--- config.mk ---
export PLATFORM = sky130hd
export DESIGN_NAME = xbar_slave_arbiter
export DESIGN_NICKNAME = d
export VERILOG_FILES = /design/src/rtl/xbar_pkg.sv /design/src/rtl/xbar_decode.sv /design/src/rtl/xbar_arbiter.sv /design/src/rtl/xbar_slave_mux.sv /design/src/rtl/xbar_slave_arbiter.sv
export SDC_FILE = /design/constraint.sdc
export NUM_CORES = 1
export LEC_CHECK = 0
export BUFFER_PORTS_ARGS = -buffer_cell sky130_fd_sc_hd__buf_2
export CAP_MARGIN = 20
export CORE_AREA = 2 2 279 281
export CTS_CLUSTER_DIAMETER = 60
export DETAILED_ROUTE_END_ITERATION = 8
export DIE_AREA = 0 0 281 283
export PLACE_DENSITY = 0.4
export REMOVE_ABC_BUFFERS = 1
export SLEW_MARGIN = 20
export SYNTH_ARGS = -nofsm -noshare
export SYNTH_HDL_FRONTEND = slang
export SYNTH_SLANG_ARGS = --single-unit
--- constraint.sdc ---
create_clock -name clk -period 4.9 [get_ports clk]
set_input_delay 0.245 -clock clk [delete_from_list [all_inputs] [get_ports clk]]
set_output_delay 0.245 -clock clk [all_outputs]
set_load 0.01 [all_outputs]
--- src/rtl/xbar_pkg.sv ---
package xbar_pkg;

    parameter int XB_NM  = 4;
    parameter int XB_NS  = 3;
    parameter int XB_AW  = 32;
    parameter int XB_DW  = 32;
    parameter int XB_RW  = 4;

    localparam int XB_MIW = $clog2(XB_NM);
    localparam int XB_SIW = $clog2(XB_NS);

    localparam logic [XB_RW-1:0] XB_REGION [XB_NS] = '{4'h0, 4'h4, 4'hC};

    typedef enum logic {
        ARB_FIXED = 1'b0,
        ARB_ROUND = 1'b1
    } arb_mode_e;

    typedef struct packed {
        logic              valid;
        logic [XB_MIW-1:0] idx;
    } owner_t;

    typedef struct packed {
        logic              hit;
        logic [XB_SIW-1:0] sidx;
    } route_t;

    function automatic route_t decode_region(input logic [XB_RW-1:0] region);
        route_t rt;
        rt = '0;
        for (int s = 0; s < XB_NS; s++) begin
            if (!rt.hit && region == XB_REGION[s]) begin
                rt.hit  = 1'b1;
                rt.sidx = XB_SIW'(s);
            end
        end
        return rt;
    endfunction

    function automatic logic [XB_MIW-1:0] pick_rotating(input logic [XB_NM-1:0] mask,
                                                        input logic [XB_MIW-1:0] start);
        logic [XB_MIW-1:0] res;
        logic              found;
        res   = start;
        found = 1'b0;
        for (int k = 0; k < XB_NM; k++) begin
            int c;
            c = (int'(start) + k) % XB_NM;
            if (!found && mask[c]) begin
                res   = XB_MIW'(c);
                found = 1'b1;
            end
        end
        return res;
    endfunction

endpackage

--- src/rtl/xbar_decode.sv ---
module xbar_decode
    import xbar_pkg::*;
#(
    parameter int AW     = XB_AW,
    parameter int NUM_S  = XB_NS
) (
    input  logic             req_i,
    input  logic [AW-1:0]    addr_i,
    output logic [NUM_S-1:0] port_req_o,
    output logic             err_o
);

    route_t route;

    always_comb begin
        route      = decode_region(addr_i[AW-1 -: XB_RW]);
        port_req_o = '0;
        if (req_i && route.hit) begin
            port_req_o[route.sidx] = 1'b1;
        end
        err_o = req_i && !route.hit;
    end

endmodule

--- src/rtl/xbar_arbiter.sv ---
module xbar_arbiter
    import xbar_pkg::*;
#(
    parameter int NUM_M = XB_NM
) (
    input  logic             clk,
    input  logic             rst,
    input  logic [NUM_M-1:0] req_i,
    input  logic [NUM_M-1:0] elev_i,
    input  logic [NUM_M-1:0] last_i,
    input  arb_mode_e        mode_i,
    input  logic             ready_i,
    output owner_t           owner_o
);

    owner_t            own_q;
    logic [XB_MIW-1:0] prev_q;
    logic [NUM_M-1:0]  cand;
    logic [XB_MIW-1:0] start;
    logic [XB_MIW-1:0] win;
    logic              done;

    always_comb begin
        cand  = (|(req_i & elev_i)) ? (req_i & elev_i) : req_i;
        start = (mode_i == ARB_ROUND) ? XB_MIW'((int'(prev_q) + 1) % NUM_M) : '0;
        win   = pick_rotating(cand, start);
        done  = own_q.valid && ready_i && last_i[own_q.idx];
    end

    always_ff @(posedge clk) begin
        if (rst) begin
            own_q  <= '0;
            prev_q <= XB_MIW'(NUM_M - 1);
        end else if (done) begin
            own_q.valid <= 1'b0;
        end else if (!own_q.valid && (|req_i)) begin
            own_q.valid <= 1'b1;
            own_q.idx   <= win;
            prev_q      <= win;
        end
    end

    assign owner_o = own_q;

    AST_HOLD_OWNER: assert property (@(posedge clk) disable iff (rst)
        (own_q.valid && !done) |=> (own_q.valid && $stable(own_q.idx)));

    AST_RELEASE_GAP: assert property (@(posedge clk) disable iff (rst)
        done |=> !own_q.valid);

    AST_GRANT_FROM_REQ: assert property (@(posedge clk) disable iff (rst)
        $rose(own_q.valid) |-> ((($past(req_i) >> own_q.idx) & NUM_M'(1)) != '0));

endmodule

--- src/rtl/xbar_slave_mux.sv ---
module xbar_slave_mux
    import xbar_pkg::*;
#(
    parameter int NUM_M = XB_NM,
    parameter int AW    = XB_AW,
    parameter int DW    = XB_DW
) (
    input  owner_t              owner_i,
    input  logic [NUM_M*AW-1:0] m_addr_i,
    input  logic [NUM_M*DW-1:0] m_wdata_i,
    input  logic [NUM_M-1:0]    m_we_i,
    output logic                sel_o,
    output logic [AW-1:0]       addr_o,
    output logic [DW-1:0]       wdata_o,
    output logic                we_o
);

    always_comb begin
        sel_o   = owner_i.valid;
        addr_o  = '0;
        wdata_o = '0;
        we_o    = 1'b0;
        if (owner_i.valid) begin
            addr_o  = m_addr_i[int'(owner_i.idx)*AW +: AW];
            wdata_o = m_wdata_i[int'(owner_i.idx)*DW +: DW];
            we_o    = m_we_i[owner_i.idx];
        end
    end

endmodule

--- src/rtl/xbar_slave_arbiter.sv ---
module xbar_slave_arbiter
    import xbar_pkg::*;
#(
    parameter int NUM_M = XB_NM,
    parameter int NUM_S = XB_NS,
    parameter int AW    = XB_AW,
    parameter int DW    = XB_DW
) (
    input  logic                clk,
    input  logic                rst,
    input  logic [NUM_M-1:0]    m_req,
    input  logic [NUM_M*AW-1:0] m_addr,
    input  logic [NUM_M*DW-1:0] m_wdata,
    input  logic [NUM_M-1:0]    m_we,
    input  logic [NUM_M-1:0]    m_last,
    input  logic [NUM_M-1:0]    m_elev,
    input  logic [NUM_S-1:0]    arb_rr,
    output logic [NUM_M-1:0]    m_gnt,
    output logic [NUM_M-1:0]    m_rdy,
    output logic [NUM_M-1:0]    m_err,
    output logic [NUM_M*DW-1:0] m_rdata,
    output logic [NUM_S-1:0]    s_sel,
    output logic [NUM_S*AW-1:0] s_addr,
    output logic [NUM_S*DW-1:0] s_wdata,
    output logic [NUM_S-1:0]    s_we,
    input  logic [NUM_S-1:0]    s_ready,
    input  logic [NUM_S*DW-1:0] s_rdata
);

    logic [NUM_S-1:0] dec_req [NUM_M];
    logic [NUM_M-1:0] port_req [NUM_S];
    owner_t           own [NUM_S];

    for (genvar i = 0; i < NUM_M; i++) begin : g_dec
        xbar_decode #(.AW(AW), .NUM_S(NUM_S)) u_dec (
            .req_i      (m_req[i]),
            .addr_i     (m_addr[i*AW +: AW]),
            .port_req_o (dec_req[i]),
            .err_o      (m_err[i])
        );
    end

    always_comb begin
        for (int j = 0; j < NUM_S; j++) begin
            for (int i = 0; i < NUM_M; i++) begin
                port_req[j][i] = dec_req[i][j];
            end
        end
    end

    for (genvar j = 0; j < NUM_S; j++) begin : g_port
        xbar_arbiter #(.NUM_M(NUM_M)) u_arb (
            .clk     (clk),
            .rst     (rst),
            .req_i   (port_req[j]),
            .elev_i  (m_elev),
            .last_i  (m_last),
            .mode_i  (arb_mode_e'(arb_rr[j])),
            .ready_i (s_ready[j]),
            .owner_o (own[j])
        );

        xbar_slave_mux #(.NUM_M(NUM_M), .AW(AW), .DW(DW)) u_mux (
            .owner_i   (own[j]),
            .m_addr_i  (m_addr),
            .m_wdata_i (m_wdata),
            .m_we_i    (m_we),
            .sel_o     (s_sel[j]),
            .addr_o    (s_addr[j*AW +: AW]),
            .wdata_o   (s_wdata[j*DW +: DW]),
            .we_o      (s_we[j])
        );
    end

    always_comb begin
        m_gnt   = '0;
        m_rdy   = '0;
        m_rdata = '0;
        for (int i = 0; i < NUM_M; i++) begin
            for (int j = 0; j < NUM_S; j++) begin
                if (own[j].valid && int'(own[j].idx) == i) begin
                    m_gnt[i]             = 1'b1;
                    m_rdy[i]             = s_ready[j];
                    m_rdata[i*DW +: DW]  = s_rdata[j*DW +: DW];
                end
            end
        end
    end

    for (genvar i = 0; i < NUM_M; i++) begin : g_chk
        AST_NO_UNMAPPED_GRANT: assert property (@(posedge clk) disable iff (rst)
            m_err[i] |-> !m_gnt[i]);
    end

endmodule

# == Yosys cells after proc, flatten, opt, wreduce, memory -nomap -nowiden ==
# Cells that the tools add are included.
# op_classes
n_lt_le_gt_ge,23
addsub,12
n_mux,138
n_bitwise,15
shifts,6
n_eq_ne,17
reduce_logical,102
# ops
operator,count
128-bit by 8-bit indexed part select with 32-bit output,6
32-bit 2-to-1 mux,18
1-bit 2-to-1 mux,67
1-bit logical AND,50
3-bit 2-to-1 mux,16
1-bit binary-select mux with 2-bit select,18
"3-bit by 4-bit < comparator with 1-bit output, second input constant",9
"2-bit by 3-bit < comparator with 1-bit output, second input constant",10
1-bit zero test,24
2-bit 2-to-1 mux,12
2-bit OR reduction,12
4-bit OR reduction,6
"4-bit by 3-bit == test with 1-bit output, second input constant",4
"4-bit == test, second input constant",4
4-bit zero test,4
"2-bit by 1-bit adder with 2-bit output, second input constant",6
"2-bit adder, second input constant",6
4-bit bitwise AND,3
"2-bit == test, second input constant",6
4-bit 2-to-1 mux,3
"1-bit bitwise AND, first input constant",9
1-bit demux with 2-bit select,4
"2-bit by 1-bit >= comparator with 1-bit output, second input constant",4
"2-bit by 1-bit == test with 1-bit output, second input constant",3
3 further kinds,9
# totals
register_bits,15
out_inout_bits,338
in_bits,376
word_cells,322

# == Longest topological paths before layout ==
# Gate-level depths: netlist of run 1.
# logic_depth
word_depth,28
ltp_mapped,9
depth_no_buf,9

# == By module ==
# A second synthesis of run 1 with hierarchy kept.
# unflattened
hier_cells,1535
area_unflattened_um2,11433.5
# by_module_without_submodules
module,cells_per_inst,seq_area_each_um2,area_each_um2,n_inst
xbar_slave_mux,227,0.0,2021.9,3
xbar_slave_arbiter,629,0.0,3507.1,1
xbar_arbiter,67,100.1,551.8,3
xbar_decode,6,0.0,51.3,4

# == Least setup slack after synthesis of run 1 ==
# OpenSTA, ideal clock, no wires.
# synth_path
path_type,flip-flop to output port
from,register g_port[2].u_arb.own_q (netlist bit g_port[2].u_arb.owner_o[0])
to,output s_addr[94]
path_stages_with_launch,6
slack_ns,2.399
arrival_time_ns,2.256
cell_sequence,dfxtp_1 -> clkbuf_1 -> buf_1 -> buf_1 -> mux4_2 -> and2_1
# synth_between
elab_chain_len,2
# synth_rtl
item,line,source
from (decl),xbar_arbiter.sv:16,owner_t own_q;
128-bit by 8-bit indexed part select with 32-bit output,xbar_slave_mux.sv:24,addr_o = m_addr_i[int'(owner_i.idx)*AW +: AW];
32-bit 2-to-1 mux,xbar_slave_mux.sv:23,if (owner_i.valid) begin
to (decl),xbar_slave_arbiter.sv:23,"output logic [NUM_S*AW-1:0] s_addr,"
# Every way passes these cells.

# == Worst setup path after layout of run 1 ==
# layout_path
from,register g_port[2].u_arb.own_q (netlist bit g_port[2].u_arb.owner_o[2])
to,output m_rdata[17]
# layout_between
elab_chain_len,2
# layout_rtl
item,line,source
1-bit logical AND,xbar_slave_arbiter.sv:81,if (own[j].valid && int'(own[j].idx) == i) begin
32-bit 2-to-1 mux,xbar_slave_arbiter.sv:81,
to (decl),xbar_slave_arbiter.sv:21,"output logic [NUM_M*DW-1:0] m_rdata,"
# Every way passes these cells.

==> impl_metrics.tcl, run 1 <==
set metrics [dict create \
    yosys.area.top_type_share_pct 42.5 \
    max_slew_margin_pct 33.4 \
    ys_top_cells_by_area "mux4_2 (43%), and2_1 (12%), a22oi_1 (9.4%), o21ai_0 (6.6%), nand2_1 (6.1%)" \
    fin_crit_sh_pct 64.8 \
    cp.depth 5 \
    arrival_ns 2.93 \
    status "finished clean" \
    cts.path.max_buffers 2 \
    fmax_mhz 315 \
    track_usage_pct 14.9 \
    globalRoute.totalOverflow 0 \
    antenna_left 0 \
    cts_hold_buf 0 \
    area_growth_pct 45.2 \
    slowest_delay_ns 0.78 \
    syn_inst 1191 \
    path_cells "buf_4 -> nor3b_2 -> buf_4 -> o21ai_0 -> buf_2" \
    die_area_um2 79500 \
    power.leakage_nw 6.17 \
    cts_tree "done" \
    vias 13500 \
    slowest_stage "dfxtp_2" \
    yosys_warnings 0 \
    wire_per_inst_um 22.2 \
    synth_ff_type "dfxtp_1" \
    io_buffers 713 \
    r2r-end "g_port[0].u_arb.owner_o[1]$_SDFFE_PP0P_" \
    tightest_slew_ns 0.996 \
    period_minus_slack_ns 3.18 \
    cts-root-buf "clkbuf_16" \
    startpoint "g_port[2].u_arb.owner_o[2]$_SDFFE_PP0P_" \
    ys_types 66 \
    fillCellCount 8627 \
    die_w_um 281 \
    finalHoldViolCount 0 \
    ir_worst_vdd_uv 126 \
    synth_edf_count 0 \
    critPathMaxFanout 67 \
    cp-endpoint "m_rdata[17]" \
    rsz0062_at_grt "false" \
    cts_setup_buffers 0 \
    htreeDepth 1 \
    cts_resized 0 \
    routed_wl_um 63100 \
    total_power_mw 1.41 \
    grt_max_degree 68 \
    first_pass_iters 5 \
    path_buf_inv 3 \
    avgSynthCellArea_um2 8.63 \
    critPathRequiredTime_ns 4.66 \
    cap_viol_max_count 0 \
    r2r_slack_ns 2.35 \
    synthArstFlopShare_pct 0 \
    fin_skew_ns 0.000445 \
    route.detailed.drc 0 \
    start_util_pct 13.4 \
    row_count 102 \
    r2r_cells 6 \
    start_kind "flip-flop" \
    vias_per_cell 4.75 \
    critPathKind "flip-flop to primary output" \
    power_density_nw_per_um2 94.2 \
    tns_ns 0 \
    cpMostUsedCell "buf_4" \
    numCtsBuffers 3 \
    finalSetupViolCount 0 \
    cts.sinks 15 \
    drive_gt1_share_pct 54.5 \
    final_nets 2167 \
    synth_top_area_cell "mux4_2" \
    timing.rr.start "g_port[0].u_arb.owner_o[2]$_SDFFE_PP0P_" \
    report.final.slew_viol_count 0 \
    die-height_um 283 \
    syn_area_um2 10300 \
    cpLargestDelayFamily "buffers and inverters" \
    grt_pass1_vias 13300 \
    core_area_um2 76700 \
    hold_path_class "input pin to flip-flop" \
    crit_path_end_kind "primary output" \
    insertion_delay_ns 0.25 \
    synth.yosys.seq_area_share_pct 2.92 \
    pin_count 714 \
    cts.reportedPaths.clkPinSlew_ns 0.05 \
    dp_hpwl_um 49500 \
    grt_pass1_wl_um 91200 \
    globalplace.congestion 0.934 \
    grt_antenna_before_repair 13 \
    synth_seq_cells 15 \
    drt-initial-drc-count 1074 \
]
[report_power, final]
| part | internal [mW] | switching [mW] | total (mW) |
|---|---|---|---|
| logic | 0.516 | 0.533 | 1.05 |
| clock network | 0.110 | 0.0530 | 0.163 |
| registers | 0.132 | 0.0617 | 0.194 |
[layout make-up]
type                            count  area (um^2)  area share [%]
Antenna cell                        9         22.5           0.151
Clock buffer                        4         78.8           0.528
Inverter                            4         15.0           0.101
Multi-Input combinational cell   1031         9430            63.2
Sequential cell                    15          327            2.19
Tap cell                         1040         1300            8.72
Timing Repair Buffer              736         3750            25.2
[worst register-to-register path: stages (launching register included)]
cell and delay, ns:
dfxtp_2 0.84, buf_4 0.56, a41o_1 0.36, a21oi_1 0.10
and3b_1 0.20, a31oi_1 0.26, a21oi_1 0.10
[worst min-delay path by stage]
stage                                           startpoint                                       to  depth (start not counted)  slack [ns]
detailed placement  g_port[0].u_arb.prev_q[1]$_SDFFE_PP1P_   g_port[0].u_arb.prev_q[1]$_SDFFE_PP1P_                          2        0.53
floorplan                                              rst  g_port[1].u_arb.owner_o[1]$_SDFFE_PP0P_                          1        0.31
CTS                                             s_ready[1]  g_port[1].u_arb.owner_o[2]$_SDFFE_PP0P_                          4        0.35
global placement    g_port[0].u_arb.prev_q[1]$_SDFFE_PP1P_   g_port[0].u_arb.prev_q[1]$_SDFFE_PP1P_                          2        0.53
finish                                          s_ready[1]  g_port[1].u_arb.owner_o[2]$_SDFFE_PP0P_                          4        0.35
global route                                    s_ready[1]  g_port[1].u_arb.owner_o[2]$_SDFFE_PP0P_                          4        0.38
[layout by cell type, fill, tap and decap left out, drive strengths merged, types with 10 or more instances in the layout]
cell     n
dfxtp   15
nand2  169
mux4   198
buf    736
a21oi   22
and2   202
o21ai  137
nor2    29
nand3   10
nor2b   16
a22oi  129
[synthesized netlist by cell type, drive strengths merged, types with 3 or more instances]
cell type / count
o41ai: 3
o2bb2ai: 3
o22ai: 6
nand3b: 4
nor3b: 7
mux2i: 6
a31oi: 7
a22oi: 129
mux4: 198
a221o: 3
mux2: 3
nand4: 4
o21ai: 137
buf: 26
or3: 4
o31a: 4
nor3: 9
a41o: 3
nand3: 10
a21oi: 22
clkbuf: 115
and3: 7
or3b: 5
and2: 202
a22o: 3
nor2: 29
inv: 4
nor2b: 16
nand2: 169
nand2b: 4
dfxtp: 15
[state kept, by name, summed over array words and instances, names as in the netlist]
name / flops
g_port.u_arb.owner_o: 9
g_port.u_arb.prev_q: 6
[per-stage QoR]
| step | cells | area [um^2] | utilization [%] | setup WS, ns | hold WS (ns) |
|---|---|---|---|---|---|
| detailed placement | 2826 | 14800 | 19.3 | 1.87 | 0.526 |
| global placement | 2826 | 14800 | 19.3 | 1.90 | 0.528 |
| global route | 2839 | 14900 | 19.5 | 1.43 | 0.379 |
| floorplan | 1050 | 9710 | - | -1.34 | 0.307 |
| CTS | 2830 | 14900 | 19.4 | 1.60 | 0.349 |
| finish | 2839 | 14900 | 19.5 | 1.72 | 0.354 |
[cells by family after synthesis]
family                    Yosys count  synth area share (%)
AOI/OAI and AO/OA                 343                  21.9
buffers and inverters             145                  5.67
and+or+nand+nor                   479                  24.9
xor gates and xnor gates            2                 0.170
muxes                             207                  44.4
DFF                                15                  2.92
[metal layers]
layer	wire (um)	global-route usage [%]
met1	25300	18.8
met2	32000	26.6
met3	4330	2.12
met4	1430	3.33
met5	27	0
Note: power is estimated with default switching activity, not from simulation.
==> run 2: changes to the inputs <==
--- a/config.mk
+++ b/config.mk
@@ -5,12 +5,13 @@
 export SDC_FILE = /design/constraint.sdc
 export NUM_CORES = 1
 export LEC_CHECK = 0
+export ABC_AREA = 1
 export BUFFER_PORTS_ARGS = -buffer_cell sky130_fd_sc_hd__buf_2
 export CAP_MARGIN = 20
-export CORE_AREA = 2 2 279 281
+export CORE_AREA = 2 2 275 277
 export CTS_CLUSTER_DIAMETER = 60
 export DETAILED_ROUTE_END_ITERATION = 8
-export DIE_AREA = 0 0 281 283
+export DIE_AREA = 0 0 277 279
 export PLACE_DENSITY = 0.4
 export REMOVE_ABC_BUFFERS = 1
 export SLEW_MARGIN = 20
==> constraint.sdc (replaced) <==
create_clock -name clk -period 2.6 [get_ports clk]
set_input_delay 0.13 -clock clk [delete_from_list [all_inputs] [get_ports clk]]
set_output_delay 0.13 -clock clk [all_outputs]
set_load 0.01 [all_outputs]
==> impl_metrics.tcl, run 2 <==
set metrics [dict create \
    grt_antenna_before_repair 7 \
    antenna_left 0 \
    power.leakage_nw 7.38 \
    cts.reportedPaths.clkPinSlew_ns 0.06 \
    avgSynthCellArea_um2 5.51 \
    ys_top_cells_by_area "a221oi_1 (26%), o22ai_1 (15%), nor2_1 (10%), inv_1 (9.2%), a21oi_1 (6.0%)" \
    fmax_mhz 416 \
    die-height_um 279 \
    utilization_pct 19.1 \
    final_area_um2 14100 \
    pin_count 714 \
    final_cell_mix "buf_2 (713), a221oi_1 (266), nor2_1 (236)" \
    vias_per_cell 5.09 \
    first_pass_iters 6 \
    die_area_um2 77300 \
    report.final.slew_viol_count 0 \
    ir_worst_vdd_uv 215 \
    place_area_um2 14000 \
    rsz0062_at_grt "false" \
    drt-initial-drc-count 1564 \
    finalSetupViolCount 0 \
    whs_endpoint "g_port[2].u_arb.owner_o[2]$_SDFFE_PP0P_" \
    path_cells "inv_1 -> nand2_4 -> buf_4 -> o22ai_1 -> a221oi_1 -> nor2_1 -> buf_2" \
    hold_path_class "input pin to flip-flop" \
    insertion_delay_ns 0.25 \
    drive_gt1_share_pct 37.9 \
    io_buffers 713 \
    r2r_cells 7 \
    arrival_ns 2.27 \
    grt_pass1_vias 15500 \
    total_power_mw 2.83 \
    final_common_cell "buf_2" \
    cts_resized 0 \
    final_nets 2645 \
    synth_most_common_cell "a221oi_1" \
    slowest_stage "dfxtp_1" \
    track_usage_pct 18.1 \
    holdPathStages 4 \
    power_density_nw_per_um2 200 \
    yosys.area.top_type_share_pct 25.6 \
    wire_per_inst_um 23.3 \
    globalRoute.totalOverflow 0 \
    globalplace.congestion 0.946 \
    area_growth_pct 54.8 \
    cp.depth 7 \
    fin_skew_ns 0.00259 \
    synth_top_area_cell "a221oi_1" \
    htreeDepth 1 \
    critPathKind "flip-flop to primary output" \
    numCtsBuffers 3 \
    cts.sinks 15 \
    grt_max_degree 68 \
    yosys_warnings 0 \
    synth_edf_count 0 \
    cap_viol_max_count 0 \
    syn_area_um2 9140 \
    largest_register_ffs 9 \
    synth.yosys.seq_area_share_pct 3.29 \
    r2r-end "g_port[0].u_arb.owner_o[2]$_SDFFE_PP0P_" \
    cts_setup_buffers 0 \
    startpoint "g_port[0].u_arb.owner_o[0]$_SDFFE_PP0P_" \
    synth_ff_type "dfxtp_1" \
    core_area_um2 74100 \
    tightest_slew_ns 0.806 \
    row_count 100 \
    cts_tree "done" \
    fin_crit_sh_pct 92.4 \
    syn_inst 1659 \
    slowest_delay_ns 0.46 \
    dp_hpwl_um 56400 \
    period_minus_slack_ns 2.40 \
    timing.rr.start "g_port[0].u_arb.owner_o[1]$_SDFFE_PP0P_" \
    start_util_pct 12.3 \
    grt_pass1_wl_um 107000 \
    route.detailed.drc 0 \
    cts-root-buf "clkbuf_16" \
    cts.path.max_buffers 2 \
    finalHoldViolCount 0 \
    critPathMaxFanout 23 \
    ys_types 32 \
    cpLargestDelayFamily "buffers and inverters" \
    r2r_slack_ns 0.50 \
    routed_wl_um 75600 \
    critPathRequiredTime_ns 2.47 \
    start_kind "flip-flop" \
    synth_seq_cells 15 \
    cts_hold_buf 0 \
    synthTopCellsByCount "a221oi_1 (267), nor2_1 (249), inv_1 (225)" \
    crit_path_end_kind "primary output" \
    die_w_um 277 \
    synthArstFlopShare_pct 0 \
    vias 16500 \
    min_from "m_last[1]" \
    status "finished clean" \
    path_buf_inv 3 \
    max_slew_margin_pct 45.8 \
]
## run 2: cell types whose count changed after synthesis, sizes merged, moves of 125 or more
cell and delta:
a22oi -125, a221oi +265, o22ai +209, mux4 -198
nor2 +241, and2 -202, inv +224
## run 2: per-layer routing
layer	GRT usage, %	up-vias	wire length (um)
li1	-	7461	-
met1	25.3	7888	33200
met2	28.9	1015	34000
met3	3.01	132	6450
met4	4.21	4	1990
met5	0	-	28
## run 2: worst max path at each step
stage,endpoint,slack (ns)
6_report,s_wdata[6],0.20
3_3_place_gp,s_addr[80],0.39
4_1_cts,s_addr[80],0.10
3_5_place_dp,s_addr[80],0.39
2_1_floorplan,m_rdata[12],-2.31
5_1_grt,s_addr[16],0.02
## run 2: layout make-up
cell class	count	area, um^2
clock inverters	1	7.51
clock buffers	3	75.1
fillers	8797	59900
flip-flops and latches	15	300
inverters	232	873
diodes	6	15.0
multi-input cells	1241	7390
repair buffers	776	4270
well taps	969	1210
## run 2: cells by family (layout without fill, tap and decap cells)
family / count (synthesis) / in the layout / synth area share, %
AOI/OAI and AO/OA: 688 / 688 / 52.7
and+or+nand+nor: 553 / 553 / 26.8
buffers and inverters: 403 / 1012 / 17.2
DFF: 15 / 15 / 3.29
other: 0 / 6 / 0
## run 2: metrics by stage
step                setup slack (ns)  instances  hold slack [ns]  TNS [ns]
finish                         0.198       3243            0.262         0
CTS                            0.101       3237            0.241         0
detailed placement             0.388       3233            0.509         0
floorplan                      -2.31       1488            0.192   -349.38
global route                  0.0250       3242            0.271         0
global placement               0.394       3233            0.506         0
## run 2: power by group
part	internal, mW	switching, mW
Clock	0.208	0.116
Sequential	0.244	0.0221
Combinational	0.835	1.41
Total	1.29	1.54
## run 2: tightest hold or removal path: stages
cell and delay [ns]:
buf_2 0.12, a22oi_1 0.07, o221ai_1 0.07, a31oi_1 0.07
==> run 3: changes to the inputs <==
--- a/config.mk
+++ b/config.mk
@@ -8,11 +8,12 @@
 export ABC_AREA = 1
 export BUFFER_PORTS_ARGS = -buffer_cell sky130_fd_sc_hd__buf_2
 export CAP_MARGIN = 20
-export CORE_AREA = 2 2 275 277
+export CORE_AREA = 2 2 277 279
 export CTS_CLUSTER_DIAMETER = 60
 export DETAILED_ROUTE_END_ITERATION = 8
-export DIE_AREA = 0 0 277 279
-export PLACE_DENSITY = 0.4
+export DIE_AREA = 0 0 279 281
+export PLACE_DENSITY = 0.39
+export RECOVER_POWER = 50
 export REMOVE_ABC_BUFFERS = 1
 export SLEW_MARGIN = 20
 export SYNTH_ARGS = -nofsm -noshare
==> constraint.sdc (replaced) <==
create_clock -name clk -period 3.1 [get_ports clk]
set_input_delay 0.155 -clock clk [delete_from_list [all_inputs] [get_ports clk]]
set_output_delay 0.155 -clock clk [all_outputs]
set_load 0.01 [all_outputs]
==> impl_metrics.tcl, run 3 (same netlist as run 2, synthesis figures left out) <==
set metrics [dict create \
    status "finished clean" \
    die-height_um 281 \
    drt-initial-drc-count 1295 \
    row_count 101 \
    finalSetupViolCount 0 \
    grt_pass1_vias 15900 \
    globalRoute.totalOverflow 0 \
    max_slew_margin_pct 22.7 \
    routed_wl_um 77100 \
    start_kind "flip-flop" \
    fin_cells 3265 \
    cts.sinks 15 \
    fin_crit_sh_pct 94.4 \
    hold_slack_ns 0.199 \
    fin_skew_ns 0.00339 \
    area_growth_pct 51.2 \
    final_area_um2 13800 \
    die_area_um2 78400 \
    cts_tree "done" \
    core_area_um2 75400 \
    final_cell_mix "buf_2 (577), a221oi_1 (267), nor2_1 (246)" \
    drive_gt1_share_pct 30.7 \
    grt_antenna_before_repair 24 \
    rsz0062_at_grt "false" \
    hold_path_class "input pin to flip-flop" \
    r2r_cells 6 \
    pin_count 714 \
    place_area_um2 14000 \
    report.final.slew_viol_count 0 \
    ir_worst_vdd_uv 132 \
    cap_viol_max_count 0 \
    place_ws_ns 0.621 \
    arrival_ns 2.77 \
    dp_cells 3244 \
    holdPathStages 2 \
    die_w_um 279 \
    grt_max_degree 68 \
    vias_per_cell 5.09 \
    numCtsBuffers 3 \
    final_nets 2647 \
    dp_hpwl_um 58000 \
    route.detailed.drc 0 \
    insertion_delay_ns 0.25 \
    vias 16600 \
    critPathMaxFanout 66 \
    finalHoldViolCount 0 \
    cts.reportedPaths.clkPinSlew_ns 0.05 \
    setup_ws_ns 0.173 \
    track_usage_pct 18.2 \
    wire_per_inst_um 23.6 \
    critPathRequiredTime_ns 2.94 \
    cts.path.max_buffers 2 \
    globalplace.congestion 0.949 \
    grt_pass1_wl_um 108000 \
    fmax_mhz 342 \
    antenna_left 0 \
    critPathKind "flip-flop to primary output" \
    period_minus_slack_ns 2.93 \
    cts_setup_buffers 0 \
    io_buffers 713 \
    final_common_cell "buf_2" \
    cts-root-buf "clkbuf_16" \
    start_util_pct 12.1 \
    power_density_nw_per_um2 169 \
    htreeDepth 1 \
    power.leakage_nw 6.76 \
    crit_path_end_kind "primary output" \
    cts_resized 0 \
    total_power_mw 2.33 \
    largest_register_ffs 9 \
    tightest_slew_ns 1.16 \
    cts_hold_buf 0 \
    first_pass_iters 8 \
]
## run 3: changes by cell type in the layout (fill, tap and decap cells not counted), moves of 6 or more
cell | before | now
clkbuf_1 | 0 | 141
buf_2 | 713 | 577
buf_12 | 18 | 12
diode_2 | 6 | 17
nor2_1 | 236 | 246
## run 3: final cells by class
cell class	count	area (um^2)
Fill cell	9024	61600
Clock inverter	1	5.00
Multi-Input combinational cell	1241	7280
Antenna cell	17	42.5
Clock buffer	3	75.1
Inverter	232	875
Sequential cell	15	300
Tap cell	978	1220
Timing Repair Buffer	778	4010
## run 3: report_power, final
group	switching [mW]	total (mW)	leakage [nW]	internal, mW
registers	0.0169	0.222	0.122	0.205
clock network	0.0913	0.264	0.0410	0.173
logic	1.19	1.85	6.60	0.659
total	1.30	2.33	6.76	1.04
## run 3: routing by layer
metal / global-route usage, % / routed length [um] / vias to the layer above / part of all wire, %
met5: 0 / 117 / - / 0.15
met4: 4.22 / 1570 / 18 / 2.0
met3: 4.04 / 6630 / 147 / 8.6
met2: 29.1 / 34900 / 1029 / 45
met1: 24.7 / 33800 / 7922 / 44
li1: - / - / 7489 / -
## run 3: worst max-delay path: stages (launching register included)
cell and delay [ns]:
dfxtp_1 0.60, nor2_4 0.08, clkbuf_4 0.54, a221oi_1 0.84
nor2_1 0.14, buf_2 0.18
## run 3: worst paths after layout
path | startpoint | to | slack (ns)
worst max-delay path | g_port[0].u_arb.owner_o[1]$_SDFFE_PP0P_ | s_wdata[9] | 0.17
worst min-delay path | s_ready[2] | g_port[2].u_arb.owner_o[2]$_SDFFE_PP0P_ | 0.20
worst max register to register | g_port[2].u_arb.owner_o[0]$_SDFFE_PP0P_ | g_port[2].u_arb.owner_o[2]$_SDFFE_PP0P_ | 0.88
worst min register to register | g_port[2].u_arb.prev_q[1]$_SDFFE_PP1P_ | g_port[2].u_arb.prev_q[1]$_SDFFE_PP1P_ | 0.52
## run 3: stage by stage
stage,util (%),TNS [ns]
3_3_place_gp,18.5,0
5_1_grt,18.3,0
4_1_cts,18.6,0
3_5_place_dp,18.5,0
2_1_floorplan,-,-191.22
6_report,18.3,0
